File: src/rtl/mux_burst_master_pkg.sv
package mux_burst_master_pkg;
  typedef enum logic [2:0] {
    ST_IDLE,
    ST_TURN,
    ST_ADDR,
    ST_DATA,
    ST_HOLD
  } busState_e;

  typedef struct packed {
    logic driveAddr;
    logic setDir;
    logic stepWord;
    logic captureRd;
    logic finish;
  } dpCtl_t;
endpackage

File: src/rtl/mux_burst_master_dp.sv
module mux_burst_master_dp
  import mux_burst_master_pkg::*;
#(
  parameter int ADDR_W  = 32,
  parameter int DATA_W  = 16,
  parameter int WADDR_W = 3
) (
  input  logic                 clk,
  input  logic                 rstN,
  input  logic                 reqStart,
  input  logic                 reqWrite,
  input  logic [ADDR_W-1:0]    reqAddr,
  input  logic [WADDR_W-1:0]   reqWords,
  input  logic [DATA_W-1:0]    wrData,
  input  logic [DATA_W-1:0]    adIn,
  input  dpCtl_t               ctl,
  output logic                 busy,
  output logic                 writeDir,
  output logic                 dirMatch,
  output logic                 lastWord,
  output logic [ADDR_W-DATA_W-1:0] busAddrHi,
  output logic [WADDR_W-1:0]   busWordAddr,
  output logic [DATA_W-1:0]    adOut,
  output logic [DATA_W-1:0]    rdData,
  output logic                 dtR
);
  localparam int HI_W = ADDR_W - DATA_W;

  logic [ADDR_W-1:0]  addrR;
  logic [WADDR_W-1:0] endIdx;
  logic [WADDR_W-1:0] wordIdx;
  logic [WADDR_W:0]   endSum;
  logic [WADDR_W-1:0] endClip;

  // last index of the burst, clipped to the end of the aligned block
  assign endSum  = {1'b0, reqAddr[WADDR_W:1]} + {1'b0, reqWords};
  assign endClip = endSum[WADDR_W] ? {WADDR_W{1'b1}} : endSum[WADDR_W-1:0];

  always_ff @(posedge clk or negedge rstN) begin
    if (!rstN) begin
      busy     <= 1'b0;
      addrR    <= '0;
      writeDir <= 1'b0;
      endIdx   <= '0;
      wordIdx  <= '0;
      dtR      <= 1'b1;
      rdData   <= '0;
    end else begin
      if (reqStart && !busy) begin
        busy     <= 1'b1;
        addrR    <= reqAddr;
        writeDir <= reqWrite;
        endIdx   <= endClip;
        wordIdx  <= reqAddr[WADDR_W:1];
      end else if (ctl.finish) begin
        busy <= 1'b0;
      end
      if (ctl.setDir)    dtR     <= writeDir;
      if (ctl.stepWord)  wordIdx <= wordIdx + WADDR_W'(1);
      if (ctl.captureRd) rdData  <= adIn;
    end
  end

  assign dirMatch    = (dtR == writeDir);
  assign lastWord    = (wordIdx == endIdx);
  assign busAddrHi   = addrR[ADDR_W-1:DATA_W];
  assign busWordAddr = wordIdx;
  assign adOut       = ctl.driveAddr ? addrR[DATA_W-1:0] : wrData;

  initial begin
    if (HI_W < 1) $error("address must be wider than data");
  end
endmodule

File: src/rtl/mux_burst_master_ctrl.sv
module mux_burst_master_ctrl
  import mux_burst_master_pkg::*;
(
  input  logic   clk,
  input  logic   rstN,
  input  logic   holdReq,
  input  logic   rdyN,
  input  logic   busy,
  input  logic   writeDir,
  input  logic   dirMatch,
  input  logic   lastWord,
  output dpCtl_t ctl,
  output logic   procClk,
  output logic   ale,
  output logic   asN,
  output logic   denN,
  output logic   adOe,
  output logic   busOe,
  output logic   holdAck,
  output logic   wordAck,
  output logic   done
);
  busState_e state, nextState;
  logic      phase;
  logic      wordDone;

  assign procClk  = phase;
  assign wordDone = phase && (state == ST_DATA) && !rdyN;

  always_comb begin
    nextState = state;
    ctl       = '0;
    ctl.driveAddr = (state == ST_ADDR);
    if (phase) begin
      case (state)
        ST_IDLE: begin
          if (holdReq)    nextState = ST_HOLD;
          else if (busy)  nextState = dirMatch ? ST_ADDR : ST_TURN;
        end
        ST_TURN: begin
          ctl.setDir = 1'b1;
          nextState  = ST_ADDR;
        end
        ST_ADDR: nextState = ST_DATA;
        ST_DATA: begin
          if (!rdyN) begin
            ctl.captureRd = !writeDir;
            ctl.stepWord  = !lastWord;
            ctl.finish    = lastWord;
            nextState     = lastWord ? ST_IDLE : ST_DATA;
          end
        end
        ST_HOLD: if (!holdReq) nextState = ST_IDLE;
        default: nextState = ST_IDLE;
      endcase
    end
  end

  always_ff @(posedge clk or negedge rstN) begin
    if (!rstN) begin
      phase   <= 1'b0;
      state   <= ST_IDLE;
      wordAck <= 1'b0;
      done    <= 1'b0;
    end else begin
      phase   <= ~phase;
      state   <= nextState;
      wordAck <= wordDone;
      done    <= wordDone && lastWord;
    end
  end

  assign ale     = (state == ST_ADDR);
  assign asN     = (state != ST_ADDR);
  assign denN    = (state != ST_DATA);
  assign adOe    = (state == ST_ADDR) || ((state == ST_DATA) && writeDir);
  assign holdAck = (state == ST_HOLD);
  assign busOe   = (state != ST_HOLD);
endmodule

File: src/rtl/mux_burst_master.sv
module mux_burst_master
  import mux_burst_master_pkg::*;
#(
  parameter int ADDR_W  = 32,
  parameter int DATA_W  = 16,
  parameter int WADDR_W = 3
) (
  input  logic                     clk,
  input  logic                     rstN,
  input  logic                     reqStart,
  input  logic                     reqWrite,
  input  logic [ADDR_W-1:0]        reqAddr,
  input  logic [WADDR_W-1:0]       reqWords,
  input  logic [DATA_W-1:0]        wrData,
  output logic                     busy,
  output logic                     wordAck,
  output logic [DATA_W-1:0]        rdData,
  output logic                     done,
  input  logic                     holdReq,
  output logic                     holdAck,
  output logic                     procClk,
  output logic                     busOe,
  output logic [ADDR_W-DATA_W-1:0] busAddrHi,
  output logic [WADDR_W-1:0]       busWordAddr,
  output logic [DATA_W-1:0]        adOut,
  output logic                     adOe,
  input  logic [DATA_W-1:0]        adIn,
  output logic                     ale,
  output logic                     asN,
  output logic                     wrNotRd,
  output logic                     denN,
  output logic                     dtR,
  input  logic                     rdyN
);
  dpCtl_t ctl;
  logic   dirMatch;
  logic   lastWord;

  mux_burst_master_ctrl u_ctrl (
    .clk(clk), .rstN(rstN), .holdReq(holdReq), .rdyN(rdyN), .busy(busy),
    .writeDir(wrNotRd), .dirMatch(dirMatch), .lastWord(lastWord), .ctl(ctl),
    .procClk(procClk), .ale(ale), .asN(asN), .denN(denN), .adOe(adOe),
    .busOe(busOe), .holdAck(holdAck), .wordAck(wordAck), .done(done)
  );

  mux_burst_master_dp #(.ADDR_W(ADDR_W), .DATA_W(DATA_W), .WADDR_W(WADDR_W)) u_dp (
    .clk(clk), .rstN(rstN), .reqStart(reqStart), .reqWrite(reqWrite),
    .reqAddr(reqAddr), .reqWords(reqWords), .wrData(wrData), .adIn(adIn),
    .ctl(ctl), .busy(busy), .writeDir(wrNotRd), .dirMatch(dirMatch),
    .lastWord(lastWord), .busAddrHi(busAddrHi), .busWordAddr(busWordAddr),
    .adOut(adOut), .rdData(rdData), .dtR(dtR)
  );
endmodule

File: config.mk
export PLATFORM = sky130hd
export DESIGN_NAME = mux_burst_master
export DESIGN_NICKNAME = d
export VERILOG_FILES = /design/src/rtl/mux_burst_master_pkg.sv /design/src/rtl/mux_burst_master_dp.sv /design/src/rtl/mux_burst_master_ctrl.sv /design/src/rtl/mux_burst_master.sv
export SDC_FILE = /design/constraint.sdc
export NUM_CORES = 1
export LEC_CHECK = 0
export ABC_AREA = 1
export CAP_MARGIN = 20
export CORE_ASPECT_RATIO = 0.75
export CORE_MARGIN = 2
export CORE_UTILIZATION = 26
export CTS_BUF_LIST = sky130_fd_sc_hd__clkbuf_8
export CTS_CLUSTER_DIAMETER = 50
export DETAILED_ROUTE_END_ITERATION = 12
export GPL_TIMING_DRIVEN = 1
export SLEW_MARGIN = 30
export SYNTH_ARGS = -nofsm -noshare
export SYNTH_HDL_FRONTEND = slang
export SYNTH_SLANG_ARGS = --single-unit
File: constraint.sdc
create_clock -name clk -period 4.6 [get_ports clk]
set_input_delay 1.15 -clock clk [delete_from_list [all_inputs] [get_ports clk]]
set_output_delay 1.15 -clock clk [all_outputs]
set_load 0.005 [all_outputs]
# After elaboration in Yosys (flattened, before gate mapping)
# Index checks and enable logic that the tools add are counted.
# word_totals
output_inout_bits,63
input_bits,73
reg_bits,63
# classes
addsub,2
eq_ne,12
n_mux,17
n_reduce_logical,14
n_bitwise,1
# op_table
cell,count
2-to-1 mux 3 bit,9
2-to-1 mux 16 bit,1
case mux 3 bit (5 select lines),1
!= test 3 x 2 -> 1 bit (second input constant),3
equality test 3 x 2 -> 1 bit (second input constant),2
logical AND 1 bit,5
adder 3 x 3 -> 4 bit,1
zero test 1 bit,4
2-to-1 mux 2 bit,2
2-to-1 mux 4 bit,1
!= test 2 bit (second input constant),2
AND reduction 4 bit,1
nonzero test 2 bit,2
adder 3 x 1 -> 3 bit (second input constant),1
equality test 3 x 1 -> 1 bit (second input constant),1
equality test 3 bit,1
equality test 3 bit (second input constant),1
zero test 3 bit,1
2-to-1 mux 1 bit,3
!= test 3 bit (second input constant),1
equality test 1 bit,1
logical OR 1 bit,1
NOT 1 bit,1

# Depth between registers and ports, before layout
# depth
depth_word,7
depth_mapped,9
mapped_depth_nobuf,9

# Hierarchy
# Synthesis repeated with hierarchy kept, for this count alone.
# hier_totals
cells_unflattened,330
hier_area_um2,3158.0
# modules_own_cells
module,seq_area_each_um2,area_per_inst_um2,instances,cells_each
mux_burst_master_dp,1427.6,2770.2,1,274
mux_burst_master_ctrl,150.1,387.9,1,56

# Worst setup path after synthesis
# Ideal clock, no wire load.
# synth_path
path_type,in2out
start,input wrData[1]
end,output adOut[1]
path_slack_ns,2.176
cell_stages,2
arrival_ns,1.274
cell_sequence,nand2_1 o21ai_0
# synth_via
elab_chain_len,1
# synth_rtl
item,line,text
start: declaration,mux_burst_master.sv:14,"input logic [DATA_W-1:0] wrData,"
2-to-1 mux 16 bit,mux_burst_master_dp.sv:68,assign adOut = ctl.driveAddr ? addrR[DATA_W-1:0] : wrData;
end: declaration,mux_burst_master.sv:25,"output logic [DATA_W-1:0] adOut,"
# No other way between the ends.

# Final worst setup path
# layout_path
start,register u_ctrl.state[2]
end,output adOut[3]
# layout_via
elab_chain_len,2
# layout_rtl
item,line,text
start: declaration,mux_burst_master_ctrl.sv:23,"busState_e state, nextState;"
start signal: assignment,mux_burst_master_ctrl.sv:67,state <= nextState;
equality test 3 x 2 -> 1 bit,mux_burst_master_ctrl.sv:33,ctl.driveAddr = (state == ST_ADDR);
2-to-1 mux 16 bit,mux_burst_master_dp.sv:68,
# No other way between the ends.

==> flow_summary.yaml <==
outcome:
  status: "finished, final reports clean"
drt:
  via_per_inst: 4.26
  wire_per_inst_um: 12.6
  first_iter_violations: 183
  final_antenna_net_count: 0
  postRouteWirelength_um: 8230
  firstDrtPassIters: 4
  num_vias: 2792
  drc: 0
setup_path:
  crit_path_max_incr_delay_ns: 0.53
  r2r_slack_ns: 2.31
  critical_path.endpoint_type: "primary output"
  cp_data_arrival_time_ns: 2.57
  cp_data_required_time_ns: 3.45
  path_class: "register to primary output"
  path_common_cell: "inv_1"
  critPathMaxFanout: 22
  crit_family: "buffers and inverters"
  crit_path_top_delay_cell: "clkdlybuf4s50_1"
  start_kind: "register"
  cp_num_buf_inv: 4
  crit_chain: "inv_1 -> nand2_1 -> nor2_2 -> buf_4 -> inv_1 -> o21ai_0 -> clkdlybuf4s50_1"
sta:
  finalSetupViolCount: 0
  fin_crit_sh_pct: 80.8
  setup_tns_ns: 0
  slew-limit-headroom_pct: 49.0
  final-hold-violation-count: 0
  finClkSkew_ns: 0.0120
  worstMarginPinSlew_ns: 0.761
  fin_crit_ns: 3.72
  rsz0062_at_grt: "false"
  max_freq_ghz: 0.269
  finalMaxSlewViolations: 0
  setup_slack_ns: 0.881
  holdWs_ns: 0.469
global_routing:
  grt_first_pass_wirelength_um: 13300
  grtUsageTotal_pct: 13.4
  grt_pass1_vias: 2731
  gr-total-overflow: 0
  antenna_found_initial: 0
  grt_max_degree: 46
floorplanning:
  fp.dieArea_um2: 12600
  dieHeight_um: 97.5
  die_w_um: 129
  start_util_pct: 26.4
  ios: 136
  core_um2: 11500
  rows: 34
clock_tree:
  cts-resized-gates: 0
  worstSkewPairLatency_ns: 0.34
  cts.sinks: 63
  h-tree-depth: 3
  cts_tree: "done"
  cts_buffers: 9
  postCtsSetupBuffers: 0
  clk_pin_slew_ns: 0.07
  root_buffer: "clkbuf_8"
  clockBufferDepth: 2
  postCtsHoldBufs: 0
worst_hold_path:
  hold_class: "register to register"
synth:
  ys_async_sr_fraction_pct: 100
  avgSynthCellArea_um2: 7.82
  synthesis.nets: 466
  synth-edff-count: 0
  yosys_warnings: 0
  synth_ff_type: "dfrtp_1"
  yosysSeqAreaShare_pct: 52.0
  synth_seq_cells: 63
  synth_area_um2: 3030
  synth_cell_types: 26
  synthCells: 388
power_and_ir_drop:
  leakagePower_nw: 2.28
  powerDensity_nw_per_um2: 585
  peakVddDrop_mv: 0.210
layout:
  syn_to_final_growth_pct: 51.3
  drive_gt1_share_pct: 5.28
  final_nets: 584
  n_antenna_cell: 0
run:
  cap_violations: 0
place:
  place_congestion: 0.824
  pre_cts_ws_ns: 1.17
  dp_hpwl_um: 6010
  io_buffers: 135
[cell families after synthesis]
group | synth area share, %
AND/OR/NAND/NOR | 32.2
adder cells (fa/ha/maj) | 2.31
flip-flops | 52.0
XOR/XNOR | 0.866
AO/OA/AOI/OAI | 2.97
buffers and inverters | 9.61
[metrics by stage]
step	cell area [um2]	util, %	std cells	power (mW)
global route	4590	39.9	655	2.94
detailed placement	4400	38.3	639	2.24
floorplan	3030	-	388	1.61
CTS	4590	39.9	655	2.73
finish	4590	39.9	655	2.68
global placement	4400	38.3	639	2.22
[cell type report]
class	instances	area (um2)
fillers	1163	6900
flip-flops and latches	63	1580
repair buffers	139	1380
multi-input cells	268	1170
well taps	144	180
clock buffers	9	124
inverters	25	93.8
clock inverters	7	65.1
[Yosys cell counts (2+ instances only)]
cell type	instances	area share, %
a21oi_1	2	0.33
buf_2	5	0.82
buf_4	17	4.2
clkbuf_1	9	1.1
dfrtp_1	62	51
ha_1	4	1.7
inv_1	25	3.1
nand2_1	200	25
nand3_1	29	4.8
nor2_1	7	0.87
o21ai_0	11	1.8
o21ai_1	2	0.33
xnor2_1	2	0.58
[registers in the layout (all words and copies together) (netlist names)]
register / count
u_ctrl.done: 1
u_ctrl.procClk: 1
u_ctrl.state: 3
u_ctrl.wordAck: 1
u_dp.addrR: 32
u_dp.busWordAddr: 3
u_dp.busy: 1
u_dp.dtR: 1
u_dp.endIdx: 3
u_dp.rdData: 16
u_dp.writeDir: 1
[worst paths after layout]
kind / from / end / cells past startpoint
max reg2reg: u_ctrl.state[2]$_DFFE_PN0P_ / u_dp.rdData[9]$_DFFE_PN0P_ / 7
max in group asynchronous: rstN / u_dp.dtR$_DFFE_PN1P_ / 2
max: u_ctrl.state[2]$_DFFE_PN0P_ / adOut[3] / 7
min: u_dp.addrR[27]$_DFFE_PN0P_ / u_dp.addrR[27]$_DFFE_PN0P_ / 2
min reg2reg: u_dp.addrR[27]$_DFFE_PN0P_ / u_dp.addrR[27]$_DFFE_PN0P_ / 2
min in group asynchronous: rstN / u_ctrl.procClk$_DFF_PN0_ / 1
[routing by layer]
layer | track usage [%] | routed length [um] | vias up
met1 | 18.0 | 3970 | 1267
met5 | 0 | 0 | -
met2 | 20.4 | 3540 | 107
li1 | - | - | 1414
met4 | 3.01 | 34 | 0
met3 | 5.40 | 686 | 4
[power by group]
part	internal (mW)	switching [mW]
sequential	0.801	0.171
clock	0.246	0.214
combinational	0.674	0.576
[worst register-to-register path, cell delays in order (launching register included)]
cell and delay (ns):
dfrtp_1 0.44, inv_1 0.14, nand3_2 0.10, nor3_2 0.60, buf_4 0.31, nand2_1 0.34, nand2_1 0.18, nand2_1 0.08
[cell usage in the layout, fill, tap and decap left out]
| cell | n |
|---|---|
| inv_1 | 25 |
| clkinvlp_4 | 1 |
| dfrtp_1 | 62 |
| bufinv_16 | 1 |
| nor2_2 | 1 |
| nand4_1 | 1 |
| nor3_2 | 1 |
| clkbuf_8 | 9 |
| nor2_4 | 1 |
| clkdlybuf4s50_1 | 134 |
| buf_4 | 4 |
| buf_2 | 1 |
| nor4_1 | 1 |
| o22a_1 | 1 |
| clkinv_2 | 3 |
| dfstp_2 | 1 |
| o21ai_1 | 2 |
| nor3_1 | 1 |
| nand2_4 | 1 |
| inv_2 | 1 |
| a31oi_1 | 1 |
| o21ai_0 | 11 |
| nand2_1 | 200 |
| nand3_2 | 1 |
| nand3_1 | 29 |
| xnor2_1 | 2 |
| fa_1 | 1 |
| ha_1 | 4 |
| xor2_1 | 1 |
| a21oi_1 | 2 |
| clkinv_4 | 1 |
| nor2_1 | 6 |
Note: power is estimated with default switching activity, not from simulation.
